<file path="src/rtl/sbl_pkg.sv">
package sbl_pkg;

    localparam logic [7:0] CMD_READ  = 8'h03;
    localparam logic [7:0] ID_MARK   = 8'h5A;
    localparam int unsigned SIZE_W   = 8;
    localparam int unsigned SIZE_SHIFT = 4;
    localparam int unsigned HDR_BYTES  = 6;
    localparam int unsigned SKIP_NARROW = 4;
    localparam int unsigned SKIP_WIDE   = 5;
    localparam int unsigned CNT_W = SIZE_W + SIZE_SHIFT + 1;
    localparam int unsigned GAP_TICKS = 3;
    localparam logic [1:0] PULSES_NO_ID   = 2'd2;
    localparam logic [1:0] PULSES_NO_SIZE = 2'd3;

    typedef enum logic [2:0] {
        ST_START,
        ST_ACC1,
        ST_GAP,
        ST_ACC2,
        ST_PULSE,
        ST_DONE,
        ST_IDLE,
        ST_HALT
    } sbl_state_e;

    typedef struct packed {
        logic              id_ok;
        logic              wide;
        logic [SIZE_W-1:0] size;
    } sbl_hdr_t;

    function automatic sbl_hdr_t decode_hdr(input logic [7:0] b2,
                                            input logic [7:0] b3,
                                            input logic [7:0] b4);
        sbl_hdr_t h;
        h.wide  = (b2 != ID_MARK);
        h.id_ok = (b2 == ID_MARK) || (b3 == ID_MARK);
        h.size  = h.wide ? b4 : b3;
        return h;
    endfunction

endpackage

</file>
<file path="src/rtl/sbl_clkgen.sv">
module sbl_clkgen #(
    parameter int unsigned RELOAD = 7
) (
    input  logic clk,
    input  logic rst,
    output logic tick
);
    localparam int unsigned CW = (RELOAD > 0) ? $clog2(RELOAD + 1) : 1;

    logic [CW-1:0] cnt;

    always_ff @(posedge clk) begin
        if (rst) begin
            cnt  <= '0;
            tick <= 1'b0;
        end else if (cnt == CW'(RELOAD)) begin
            cnt  <= '0;
            tick <= 1'b1;
        end else begin
            cnt  <= cnt + 1'b1;
            tick <= 1'b0;
        end
    end

endmodule

</file>
<file path="src/rtl/sbl_shifter.sv">
module sbl_shifter (
    input  logic       clk,
    input  logic       rst,
    input  logic       tick,
    input  logic       go,
    input  logic [7:0] tx_byte,
    input  logic       miso,
    output logic       sclk,
    output logic       mosi,
    output logic       busy,
    output logic       rx_done,
    output logic [7:0] rx_byte
);
    logic [7:0] sh_tx;
    logic [7:0] sh_rx;
    logic [3:0] edges;

    assign mosi    = sh_tx[7];
    assign rx_byte = sh_rx;

    always_ff @(posedge clk) begin
        if (rst) begin
            sh_tx   <= '0;
            sh_rx   <= '0;
            edges   <= '0;
            sclk    <= 1'b0;
            busy    <= 1'b0;
            rx_done <= 1'b0;
        end else begin
            rx_done <= 1'b0;
            if (!busy) begin
                if (go) begin
                    sh_tx <= tx_byte;
                    edges <= '0;
                    busy  <= 1'b1;
                    sclk  <= 1'b0;
                end
            end else if (tick) begin
                if (!sclk) begin
                    sclk  <= 1'b1;
                    sh_rx <= {sh_rx[6:0], miso};
                    edges <= edges + 1'b1;
                end else begin
                    sclk <= 1'b0;
                    if (edges == 4'd8) begin
                        busy    <= 1'b0;
                        rx_done <= 1'b1;
                    end else begin
                        sh_tx <= {sh_tx[6:0], 1'b0};
                    end
                end
            end
        end
    end

    AST_MOSI_HOLD: assert property (@(posedge clk) disable iff (rst)
        (sclk && $past(sclk)) |-> $stable(mosi));

endmodule

</file>
<file path="src/rtl/sbl_ctrl.sv">
module sbl_ctrl
    import sbl_pkg::*;
#(
    parameter int unsigned ADDR_W = 32,
    parameter logic [ADDR_W-1:0] BASE_ADDR = 32'hC000_0004
) (
    input  logic              clk,
    input  logic              rst,
    input  logic              tick,
    input  logic              busy,
    input  logic              rx_done,
    input  logic [7:0]        rx_byte,
    output logic              go,
    output logic [7:0]        tx_byte,
    output logic              cs_n,
    output logic              mem_we,
    output logic [ADDR_W-1:0] mem_addr,
    output logic [15:0]       mem_wdata,
    output logic              load_done,
    output logic              halted
);
    localparam logic [1:0] GAP_LAST = 2'(GAP_TICKS - 1);

    sbl_state_e       st;
    logic [CNT_W-1:0] idx;
    logic [CNT_W-1:0] total;
    logic [CNT_W-1:0] skip_q;
    logic [7:0]       hb2, hb3, hb4;
    logic [1:0]       gap_cnt;
    logic             pl_low;
    logic [1:0]       pl_left;
    logic [7:0]       lo_q;

    sbl_hdr_t         hdr;
    logic [CNT_W-1:0] skip_d;
    logic [CNT_W-1:0] total_d;
    logic [CNT_W-1:0] k;

    always_comb begin
        hdr     = decode_hdr(hb2, hb3, hb4);
        skip_d  = hdr.wide ? CNT_W'(SKIP_WIDE) : CNT_W'(SKIP_NARROW);
        total_d = skip_d + CNT_W'({hdr.size, {SIZE_SHIFT{1'b0}}});
        k       = idx - skip_q;
    end

    assign go      = ((st == ST_ACC1) || (st == ST_ACC2)) && !busy && !rx_done;
    assign tx_byte = (idx == '0) ? CMD_READ : 8'h00;
    assign cs_n    = !((st == ST_ACC1) || (st == ST_ACC2) || ((st == ST_PULSE) && pl_low));
    assign halted  = (st == ST_HALT);

    always_ff @(posedge clk) begin
        if (rst) begin
            st        <= ST_START;
            idx       <= '0;
            total     <= '0;
            skip_q    <= '0;
            hb2       <= '0;
            hb3       <= '0;
            hb4       <= '0;
            gap_cnt   <= '0;
            pl_low    <= 1'b0;
            pl_left   <= '0;
            lo_q      <= '0;
            mem_we    <= 1'b0;
            mem_addr  <= '0;
            mem_wdata <= '0;
            load_done <= 1'b0;
        end else begin
            mem_we    <= 1'b0;
            load_done <= 1'b0;
            case (st)
                ST_START: begin
                    st  <= ST_ACC1;
                    idx <= '0;
                end
                ST_ACC1: if (rx_done) begin
                    if (idx == CNT_W'(2)) hb2 <= rx_byte;
                    if (idx == CNT_W'(3)) hb3 <= rx_byte;
                    if (idx == CNT_W'(4)) hb4 <= rx_byte;
                    if (idx == CNT_W'(HDR_BYTES - 1)) begin
                        st      <= ST_GAP;
                        idx     <= '0;
                        gap_cnt <= '0;
                    end else begin
                        idx <= idx + 1'b1;
                    end
                end
                ST_GAP: if (tick) begin
                    if (gap_cnt == GAP_LAST) begin
                        gap_cnt <= '0;
                        if (!hdr.id_ok) begin
                            st      <= ST_PULSE;
                            pl_low  <= 1'b1;
                            pl_left <= PULSES_NO_ID;
                        end else if (hdr.size == '0) begin
                            st      <= ST_PULSE;
                            pl_low  <= 1'b1;
                            pl_left <= PULSES_NO_SIZE;
                        end else begin
                            st     <= ST_ACC2;
                            skip_q <= skip_d;
                            total  <= total_d;
                        end
                    end else begin
                        gap_cnt <= gap_cnt + 1'b1;
                    end
                end
                ST_ACC2: if (rx_done) begin
                    if (idx >= skip_q) begin
                        if (!k[0]) begin
                            lo_q <= rx_byte;
                        end else begin
                            mem_we    <= 1'b1;
                            mem_wdata <= {rx_byte, lo_q};
                            mem_addr  <= BASE_ADDR + ADDR_W'({k[CNT_W-1:1], 1'b0});
                        end
                    end
                    if (idx == total - CNT_W'(1)) st <= ST_DONE;
                    else                          idx <= idx + 1'b1;
                end
                ST_PULSE: if (tick) begin
                    if (gap_cnt == GAP_LAST) begin
                        gap_cnt <= '0;
                        if (pl_low) begin
                            pl_low <= 1'b0;
                        end else if (pl_left == 2'd1) begin
                            st <= ST_HALT;
                        end else begin
                            pl_left <= pl_left - 1'b1;
                            pl_low  <= 1'b1;
                        end
                    end else begin
                        gap_cnt <= gap_cnt + 1'b1;
                    end
                end
                ST_DONE: begin
                    load_done <= 1'b1;
                    st        <= ST_IDLE;
                end
                default: ;
            endcase
        end
    end

    AST_WE_SPACED: assert property (@(posedge clk) disable iff (rst)
        mem_we |=> !mem_we);
    AST_HALT_STICKY: assert property (@(posedge clk) disable iff (rst)
        halted |=> (halted && cs_n));
    AST_DONE_PULSE: assert property (@(posedge clk) disable iff (rst)
        load_done |=> (!load_done && !halted));

endmodule

</file>
<file path="src/rtl/spi_boot_loader.sv">
module spi_boot_loader
    import sbl_pkg::*;
#(
    parameter int unsigned CLK_HZ = 16_000_000,
    parameter int unsigned SPI_HZ = 1_000_000,
    parameter int unsigned ADDR_W = 32,
    parameter logic [ADDR_W-1:0] BASE_ADDR = 32'hC000_0004
) (
    input  logic              clk,
    input  logic              rst,
    input  logic              spi_miso,
    output logic              spi_sclk,
    output logic              spi_mosi,
    output logic              spi_cs_n,
    output logic              mem_we,
    output logic [ADDR_W-1:0] mem_addr,
    output logic [15:0]       mem_wdata,
    output logic              load_done,
    output logic [ADDR_W-1:0] load_addr,
    output logic              halted
);
    localparam int unsigned RELOAD = CLK_HZ / (2 * SPI_HZ) - 1;

    logic       tick;
    logic       go;
    logic       busy;
    logic       rx_done;
    logic [7:0] tx_byte;
    logic [7:0] rx_byte;

    sbl_clkgen #(.RELOAD(RELOAD)) u_clk (
        .clk  (clk),
        .rst  (rst),
        .tick (tick)
    );

    sbl_shifter u_shift (
        .clk     (clk),
        .rst     (rst),
        .tick    (tick),
        .go      (go),
        .tx_byte (tx_byte),
        .miso    (spi_miso),
        .sclk    (spi_sclk),
        .mosi    (spi_mosi),
        .busy    (busy),
        .rx_done (rx_done),
        .rx_byte (rx_byte)
    );

    sbl_ctrl #(.ADDR_W(ADDR_W), .BASE_ADDR(BASE_ADDR)) u_ctrl (
        .clk       (clk),
        .rst       (rst),
        .tick      (tick),
        .busy      (busy),
        .rx_done   (rx_done),
        .rx_byte   (rx_byte),
        .go        (go),
        .tx_byte   (tx_byte),
        .cs_n      (spi_cs_n),
        .mem_we    (mem_we),
        .mem_addr  (mem_addr),
        .mem_wdata (mem_wdata),
        .load_done (load_done),
        .halted    (halted)
    );

    assign load_addr = load_done ? BASE_ADDR : '0;

    AST_SCLK_IDLE: assert property (@(posedge clk) disable iff (rst)
        spi_cs_n |-> !spi_sclk);
    AST_WE_IN_READ: assert property (@(posedge clk) disable iff (rst)
        mem_we |-> $past(!spi_cs_n));

endmodule

</file>
<file path="config.mk">
export PLATFORM = sky130hd
export DESIGN_NAME = spi_boot_loader
export DESIGN_NICKNAME = d
export VERILOG_FILES = /design/src/rtl/sbl_pkg.sv /design/src/rtl/sbl_clkgen.sv /design/src/rtl/sbl_shifter.sv /design/src/rtl/sbl_ctrl.sv /design/src/rtl/spi_boot_loader.sv
export SDC_FILE = /design/constraint.sdc
export NUM_CORES = 1
export LEC_CHECK = 0
export ABC_AREA = 1
export BUFFER_PORTS_ARGS = -buffer_cell sky130_fd_sc_hd__buf_4
export CORE_MARGIN = 2
export CORE_UTILIZATION = 40
export CTS_CLUSTER_DIAMETER = 120
export DETAILED_ROUTE_END_ITERATION = 7
export PLACE_DENSITY = 0.64
export RECOVER_POWER = 100
export SYNTH_ARGS = -nofsm -noshare
export SYNTH_HDL_FRONTEND = slang
export SYNTH_SLANG_ARGS = --single-unit
</file>
<file path="constraint.sdc">
create_clock -name clk -period 2.5 [get_ports clk]
set_clock_uncertainty 0.2 [all_clocks]
set_input_delay 0.375 -clock clk [delete_from_list [all_inputs] [get_ports clk]]
set_output_delay 0.375 -clock clk [all_outputs]
set_load 0.01 [all_outputs]
</file>
==> reports/qor.yml, run 1 <==
clock_network:
  clk_pin_slew_worst_paths_ns: 0.06
  postCtsHoldBufs: 0
  cts_buffers: 17
  cts_buffer_depth: 2
  cts_tree: "done"
  insertion_delay_ns: 0.43
  root_buffer: "clkbuf_16"
  htree_levels: 4
  clock_sinks: 122
sta:
  worst_pin_slew_ns: 0.633
  max_freq_ghz: 0.434
  slew_viol_final: 0
  finalCriticalPeriod_ns: 2.30
  finalSetupViolCount: 0
  hold_ws_ns: 0.0806
  period_share_pct: 92.2
  tns_ns: 0
  maxSlewHeadroom_pct: 57.8
  hold_viol_final: 0
  grt_setup_unrepaired: "true"
power_and_ir_drop:
  p_leak_uw: 0.00326
  clockPowerShare_pct: 41.8
  switchingPower_uw: 1960
  p_sw_share_pct: 32.6
  cell_internal_pwr_uw: 4040
  pwr-share-comb_pct: 22.5
  vdd_drop_max_mv: 0.502
  pwr-share-seq_pct: 35.6
  p_per_area_nw_per_um2: 781
synthesis:
  postSynthCellCount: 939
  synth_seq_area_share_pct: 36.0
  syn_avg_cell_area_um2: 7.23
  synth-seq-cells: 122
  netlist_area_um2: 6790
  synthDistinctLibCells: 48
  ys_warn_count: 0
finish:
  layout.nets: 1010
  final_cell_mix: "164 x nand2_1, 121 x dfxtp_1, 111 x a21oi_1"
  antennaDiodeCount: 0
  area_delta_synth_final_pct: 13.2
  final_common_cell: "nand2_1"
  drive_above_1_share_pct: 12.7
  finish.instance_area_um2: 7680
setup_path:
  endpoint_kind: "register"
  crit_type: "reg2reg"
  required_ns: 2.63
  cp_num_buf_inv: 3
  cp.arrival_ns: 2.43
  slowest_delay_ns: 0.32
  path_max_fanout: 5
  worst_setup_path_start_kind: "register"
  worst_path_dominant_cell_family: "simple AND/OR/NAND/NOR gates"
  crit_top_cell: "nand2_1"
  worstPathCellList: "inv_1, ha_4, nand2_1, nand2_2, nand2_1, nand2_1, ha_1, inv_1, nor2_2, nand3_2, nor2_4, nand3_1, nand2_1, nand3_1, nand2_1, inv_1"
  cp_slowest_cell: "dfxtp_1"
drt:
  first_iter_violations: 294
  vias_per_cell: 4.78
  drc: 0
  wire_per_inst_um: 12.8
  first_pass_iters: 4
  ant_nets: 0
  routed_wl_mm: 15.6
  vias: 5847
floorplan:
  die_w_um: 134
  core_area_um2: 16600
  start_util_pct: 40.9
  die_h_um: 134
  die-area_um2: 18000
  ios: 89
  row_count: 47
global_routing:
  grt_pass1_vias: 5257
  grt_max_degree: 41
  overflow: 0
  grt_pass1_wl_mm: 25.9
  antenna_found_initial: 0
  gr-usage-all-layers_pct: 17.9
placed_design:
  dpl_cell_area_um2: 7170
  hpwlAfterDp_mm: 11.2
  port_buffers: 42
  place.gp.congestion: 0.929
status:
  outcome: "finished, final reports clean"
flow_run:
  maxCapViolCount: 0
worst_hold_path:
  hold_class: "in2reg"
cell type report:
class | instances | area (um^2)
clock buffer | 18 | 429
clock inverter | 13 | 169
fill | 1737 | 8900
inverter | 117 | 439
multi-input combinational | 662 | 3530
sequential | 122 | 2440
tap | 220 | 275
timing repair buffer | 70 | 399
logic make-up (layout without fill, tap and decap cells):
kind of cell	after synthesis	in the layout	synth area share, %
AO/OA/AOI/OAI	222	222	17.2
XOR/XNOR	18	18	2.71
adder cells (fa/ha/maj)	17	17	3.13
buffers and inverters	200	218	15.2
flip-flops	122	122	36.0
other	1	46	0.0552
AND/OR/NAND/NOR	359	359	25.7
final timing paths:
path / from / end / slack (ns) / depth (start not counted)
max reg2reg: u_ctrl.total[2] / u_ctrl.mem_addr[10] / 0.20 / 16
min: spi_miso / u_shift.rx_byte[0] / 0.08 / 3
min reg2reg: u_clk.cnt[0] / u_clk.cnt[0] / 0.22 / 1
max: u_ctrl.total[2] / u_ctrl.mem_addr[10] / 0.20 / 16
worst register-to-register path, stage by stage, from the launching register on:
cell and delay (ns):
dfxtp_1 0.32, inv_1 0.09, ha_4 0.32, nand2_1 0.08, nand2_2 0.10, nand2_1 0.05, nand2_1 0.08, ha_1 0.18
inv_1 0.05, nor2_2 0.13, nand3_2 0.12, nor2_4 0.19, nand3_1 0.09, nand2_1 0.06, nand3_1 0.06, nand2_1 0.06
inv_1 0.03
per-layer routing:
| metal | wire length, um | up-vias | track usage (%) |
|---|---|---|---|
| li1 | - | 3073 | - |
| met1 | 7440 | 2655 | 23.6 |
| met2 | 7370 | 100 | 29.0 |
| met3 | 627 | 19 | 4.38 |
| met4 | 195 | 0 | 5.85 |
| met5 | 0 | - | 0 |
cells in the mapped netlist (all sizes together):
cell type | number | share of area (%)
ha | 17 | 3.1
dfxtp | 122 | 36
nand3b | 4 | 0.44
o2111ai | 1 | 0.13
buf | 68 | 7.9
nand4 | 15 | 1.6
xnor2 | 5 | 0.65
a21boi | 1 | 0.17
a21o | 1 | 0.11
o31ai | 1 | 0.11
a21oi | 115 | 8.7
nand2 | 176 | 10
or2 | 3 | 0.28
o21a | 5 | 0.55
nand3 | 68 | 5.6
nor3 | 14 | 1.4
o22ai | 1 | 0.092
a211oi | 1 | 0.11
and3 | 2 | 0.18
inv | 116 | 6.4
nor2 | 75 | 5.5
o211a | 1 | 0.15
clkinv | 1 | 0.055
xor2 | 13 | 2.1
clkbuf | 15 | 0.85
nor4 | 2 | 0.18
conb | 1 | 0.055
o21ai | 95 | 7.1
state kept, by name (all words and copies together), names as in the netlist, 4 cells and up:
signal and flops:
u_shift.sh_tx 8, u_shift.edges 4, u_ctrl.total 9, u_shift.rx_byte 8, u_ctrl.mem_wdata 16, u_ctrl.mem_addr 14
u_ctrl.hb2 8, u_ctrl.idx 13, u_ctrl.lo_q 8, u_ctrl.hb4 8, u_ctrl.hb3 8
through the flow:
stage / setup WS [ns] / utilization, % / instances / total power [uW]
6_report: 0.195 / 46.3 / 1222 / 6000
3_3_place_gp: 0.123 / 43.3 / 1188 / 3540
2_1_floorplan: 0.150 / - / 984 / 3240
4_1_cts: 0.0216 / 46.9 / 1219 / 6070
3_5_place_dp: 0.0536 / 43.3 / 1188 / 3540
5_1_grt: -0.0223 / 46.3 / 1222 / 6330
power by group through the flow:
stage | combinational [uW] | sequential (uW) | clock [uW]
2_1_floorplan | 1090 | 2160 | 0
3_3_place_gp | 1360 | 2180 | 0
3_5_place_dp | 1360 | 2180 | 0
4_1_cts | 1370 | 2140 | 2560
5_1_grt | 1520 | 2150 | 2650
6_report | 1350 | 2140 | 2510
repair_timing:
action                                  CTS  global route
endpoints found under the hold margin     0             0
endpoints found under the setup margin    0            15
buffers inserted                          0             3
resized for setup                         0            18
No activity file was read; power rests on OpenSTA's default activity.
==> inputs of run 2 (changes only) <==
--- a/config.mk
+++ b/config.mk
@@ -11,7 +11,7 @@
 export CORE_UTILIZATION = 40
 export CTS_CLUSTER_DIAMETER = 120
 export DETAILED_ROUTE_END_ITERATION = 7
-export PLACE_DENSITY = 0.64
+export PLACE_DENSITY = 0.57
 export RECOVER_POWER = 100
 export SYNTH_ARGS = -nofsm -noshare
 export SYNTH_HDL_FRONTEND = slang
==> run 2 against run 1 <==
Compared with the run above:
- register-to-register slack got worse by 0.04 ns
- cell area fell by 0.20%
- die area did not move
- combinational power barely moved
- first-iteration DRC count rose by 28%
- power fell by 1.8%
- critical path depth fell by 9
- cell count rose by 0.49%
- sequential share of layout area rose by 0.062 points
- worst hold slack barely moved
- clock-buffer cell count fell by 1
- wire length rose by 1.7%
- largest cell class unchanged
- highest routed layer unchanged
==> reports/qor.yml, run 2 (synthesis gave the netlist of run 1 again) <==
status:
  outcome: "finished, final reports clean"
sta:
  finalCriticalPeriod_ns: 2.35  # +0.0433 ns
  setup_slack_ns: 0.152  # -0.0433 ns
  worst_pin_slew_ns: 0.921  # +0.289 ns
  period_share_pct: 93.9  # +1.7 points
  finalSetupViolCount: 0  # unchanged
  maxSlewHeadroom_pct: 38.6  # -19 points
  slew_viol_final: 0  # unchanged
  hold_viol_final: 0  # unchanged
  tns_ns: 0  # unchanged
  max_freq_ghz: 0.426  # -1.8%
clock_network:
  htree_levels: 4  # unchanged
  root_buffer: "clkbuf_16"
  cts_buffers: 17  # unchanged
  insertion_delay_ns: 0.43  # about the same
  postCtsHoldBufs: 0  # unchanged
  clk_pin_slew_worst_paths_ns: 0.06  # about the same
  cts_tree: "done"
  cts_buffer_depth: 2  # unchanged
  clock_sinks: 122  # unchanged
placed_design:
  hpwlAfterDp_mm: 11.7  # +4.7%
  placed_cells: 1194  # +0.51%
  port_buffers: 42  # unchanged
  place.gp.congestion: 0.884  # -4.8%
  pre_cts_ws_ns: 0.0504  # -0.00322 ns
worst_hold_path:
  min_from: "spi_miso"
  worst_hold_path.endpoint: "u_shift.rx_byte[0]"
  hold_depth: 3  # unchanged
  hold_class: "in2reg"
global_routing:
  grt_pass1_wl_mm: 26.4  # +2.0%
  grt_pass1_vias: 5255  # -0.038%
  grt_max_degree: 37  # -9.8%
  overflow: 0  # unchanged
  antenna_found_initial: 0  # unchanged
  gr-usage-all-layers_pct: 18.4  # +0.41 points
setup_path:
  worst_setup_path_start_kind: "register"
  required_ns: 2.65  # +0.02 ns
  worst_path_dominant_cell_family: "buffers and inverters"
  r2r_cells: 7  # -9
  cp_num_cells: 7  # -9
  path_max_fanout: 17  # +12
  cp_slowest_cell: "clkbuf_1"
  timing.rr.start: "u_ctrl.st[2]"
  reg2reg_to: "u_shift.edges[2]"
  worstPathCellList: "inv_2, nand2_1, nor2_1, clkinv_1, clkbuf_1, o21ai_0, nor3_1"
  crit_type: "reg2reg"
  r2r_setup_slack_ns: 0.15  # -0.04 ns
  cp.arrival_ns: 2.50  # +0.07 ns
  endpoint_kind: "register"
  cp_num_buf_inv: 3  # unchanged
  slowest_delay_ns: 0.68  # +0.36 ns
finish:
  regMostFlops: "u_ctrl.mem_wdata"
  layout_top_registers: "u_ctrl.mem_wdata: 16 flops, u_ctrl.mem_addr: 14 flops, u_ctrl.idx: 13 flops"
  largest_reg_flops: 16  # unchanged
  layout.nets: 1015  # +0.50%
  area_delta_synth_final_pct: 13.0
  final_cell_mix: "167 x nand2_1, 121 x dfxtp_1, 111 x a21oi_1"
  final_common_cell: "nand2_1"
  drive_above_1_share_pct: 12.9  # +0.22 points
  utilization_pct: 46.3  # -0.090 points
  antennaDiodeCount: 0  # unchanged
  layout.cells.non_filler: 1228  # +0.49%
floorplan:
  row_count: 47  # unchanged
  die_w_um: 134  # unchanged
  ios: 89  # unchanged
  die-area_um2: 18000  # unchanged
  start_util_pct: 40.9  # unchanged
  die_h_um: 134  # unchanged
  core_area_um2: 16600  # unchanged
power_and_ir_drop:
  p_per_area_nw_per_um2: 768  # -1.6%
  p_leak_uw: 0.00328  # +0.47%
  vdd_drop_max_mv: 0.473  # -5.8%
drt:
  first_pass_iters: 5  # +1
  vias_per_cell: 4.74  # -0.93%
  drc: 0  # unchanged
  vias: 5821  # -0.44%
  routed_wl_mm: 15.9  # +1.7%
  first_iter_violations: 376  # +28%
  wire_per_inst_um: 12.9  # +1.2%
  ant_nets: 0  # unchanged
flow_run:
  maxCapViolCount: 0  # unchanged
==> run 2: what timing repair did <==
action | in CTS | in global routing
resized for setup | 0 | 15
buffers inserted | 0 | 2
setup endpoints to repair | 0 | 19
==> run 2: per-stage QoR <==
stage / power [uW] / hold slack, ns / instance area (um^2)
finish: 5890 / 0.0808 / 7670
global route: 6240 / 0.0747 / 7670
CTS: 5970 / 0.0720 / 7790
detailed placement: 3540 / 0.233 / 7220
global placement: 3550 / 0.219 / 7220
floorplan: 3240 / 0.199 / 6960
==> run 2: worst max-delay path by stage <==
stage	startpoint	to	slack (ns)
6_report	u_ctrl.st[2]	u_shift.edges[2]	0.15
5_1_grt	u_ctrl.idx[0]	u_ctrl.mem_addr[12]	-0.02
4_1_cts	u_ctrl.total[2]	u_ctrl.mem_addr[10]	0.04
3_5_place_dp	u_ctrl.total[2]	u_ctrl.mem_addr[10]	0.05
3_3_place_gp	u_ctrl.idx[0]	u_ctrl.mem_addr[10]	0.11
2_1_floorplan	u_ctrl.idx[0]	u_ctrl.mem_addr[10]	0.15
==> run 2: where the power goes <==
part	leakage [uW]	internal, uW	switching, uW	total, uW
registers	0.000986	2040	108	2150
logic	0.00201	426	898	1320
clock network	0.000280	1400	1020	2420
total	0.00328	3860	2030	5890
==> run 2: final cells by class <==
type | instances | area (um^2)
flip-flops and latches | 122 | 2440
well taps | 220 | 275
fillers | 1759 | 8910
repair buffers | 75 | 419
inverters | 117 | 439
clock inverters | 15 | 151
clock buffers | 17 | 425
multi-input cells | 662 | 3520
==> run 2: worst register-to-register path, stage by stage (launching register included) <==
cell,delay (ns)
dfxtp_1,0.52
inv_2,0.13
nand2_1,0.11
nor2_1,0.05
clkinv_1,0.06
clkbuf_1,0.68
o21ai_0,0.28
nor3_1,0.23
==> run 2: metal layers <==
layer,wire (um),global-route usage [%]
met5,0,0
met4,183,5.20
met3,583,4.88
met2,7370,28.8
met1,7750,24.8
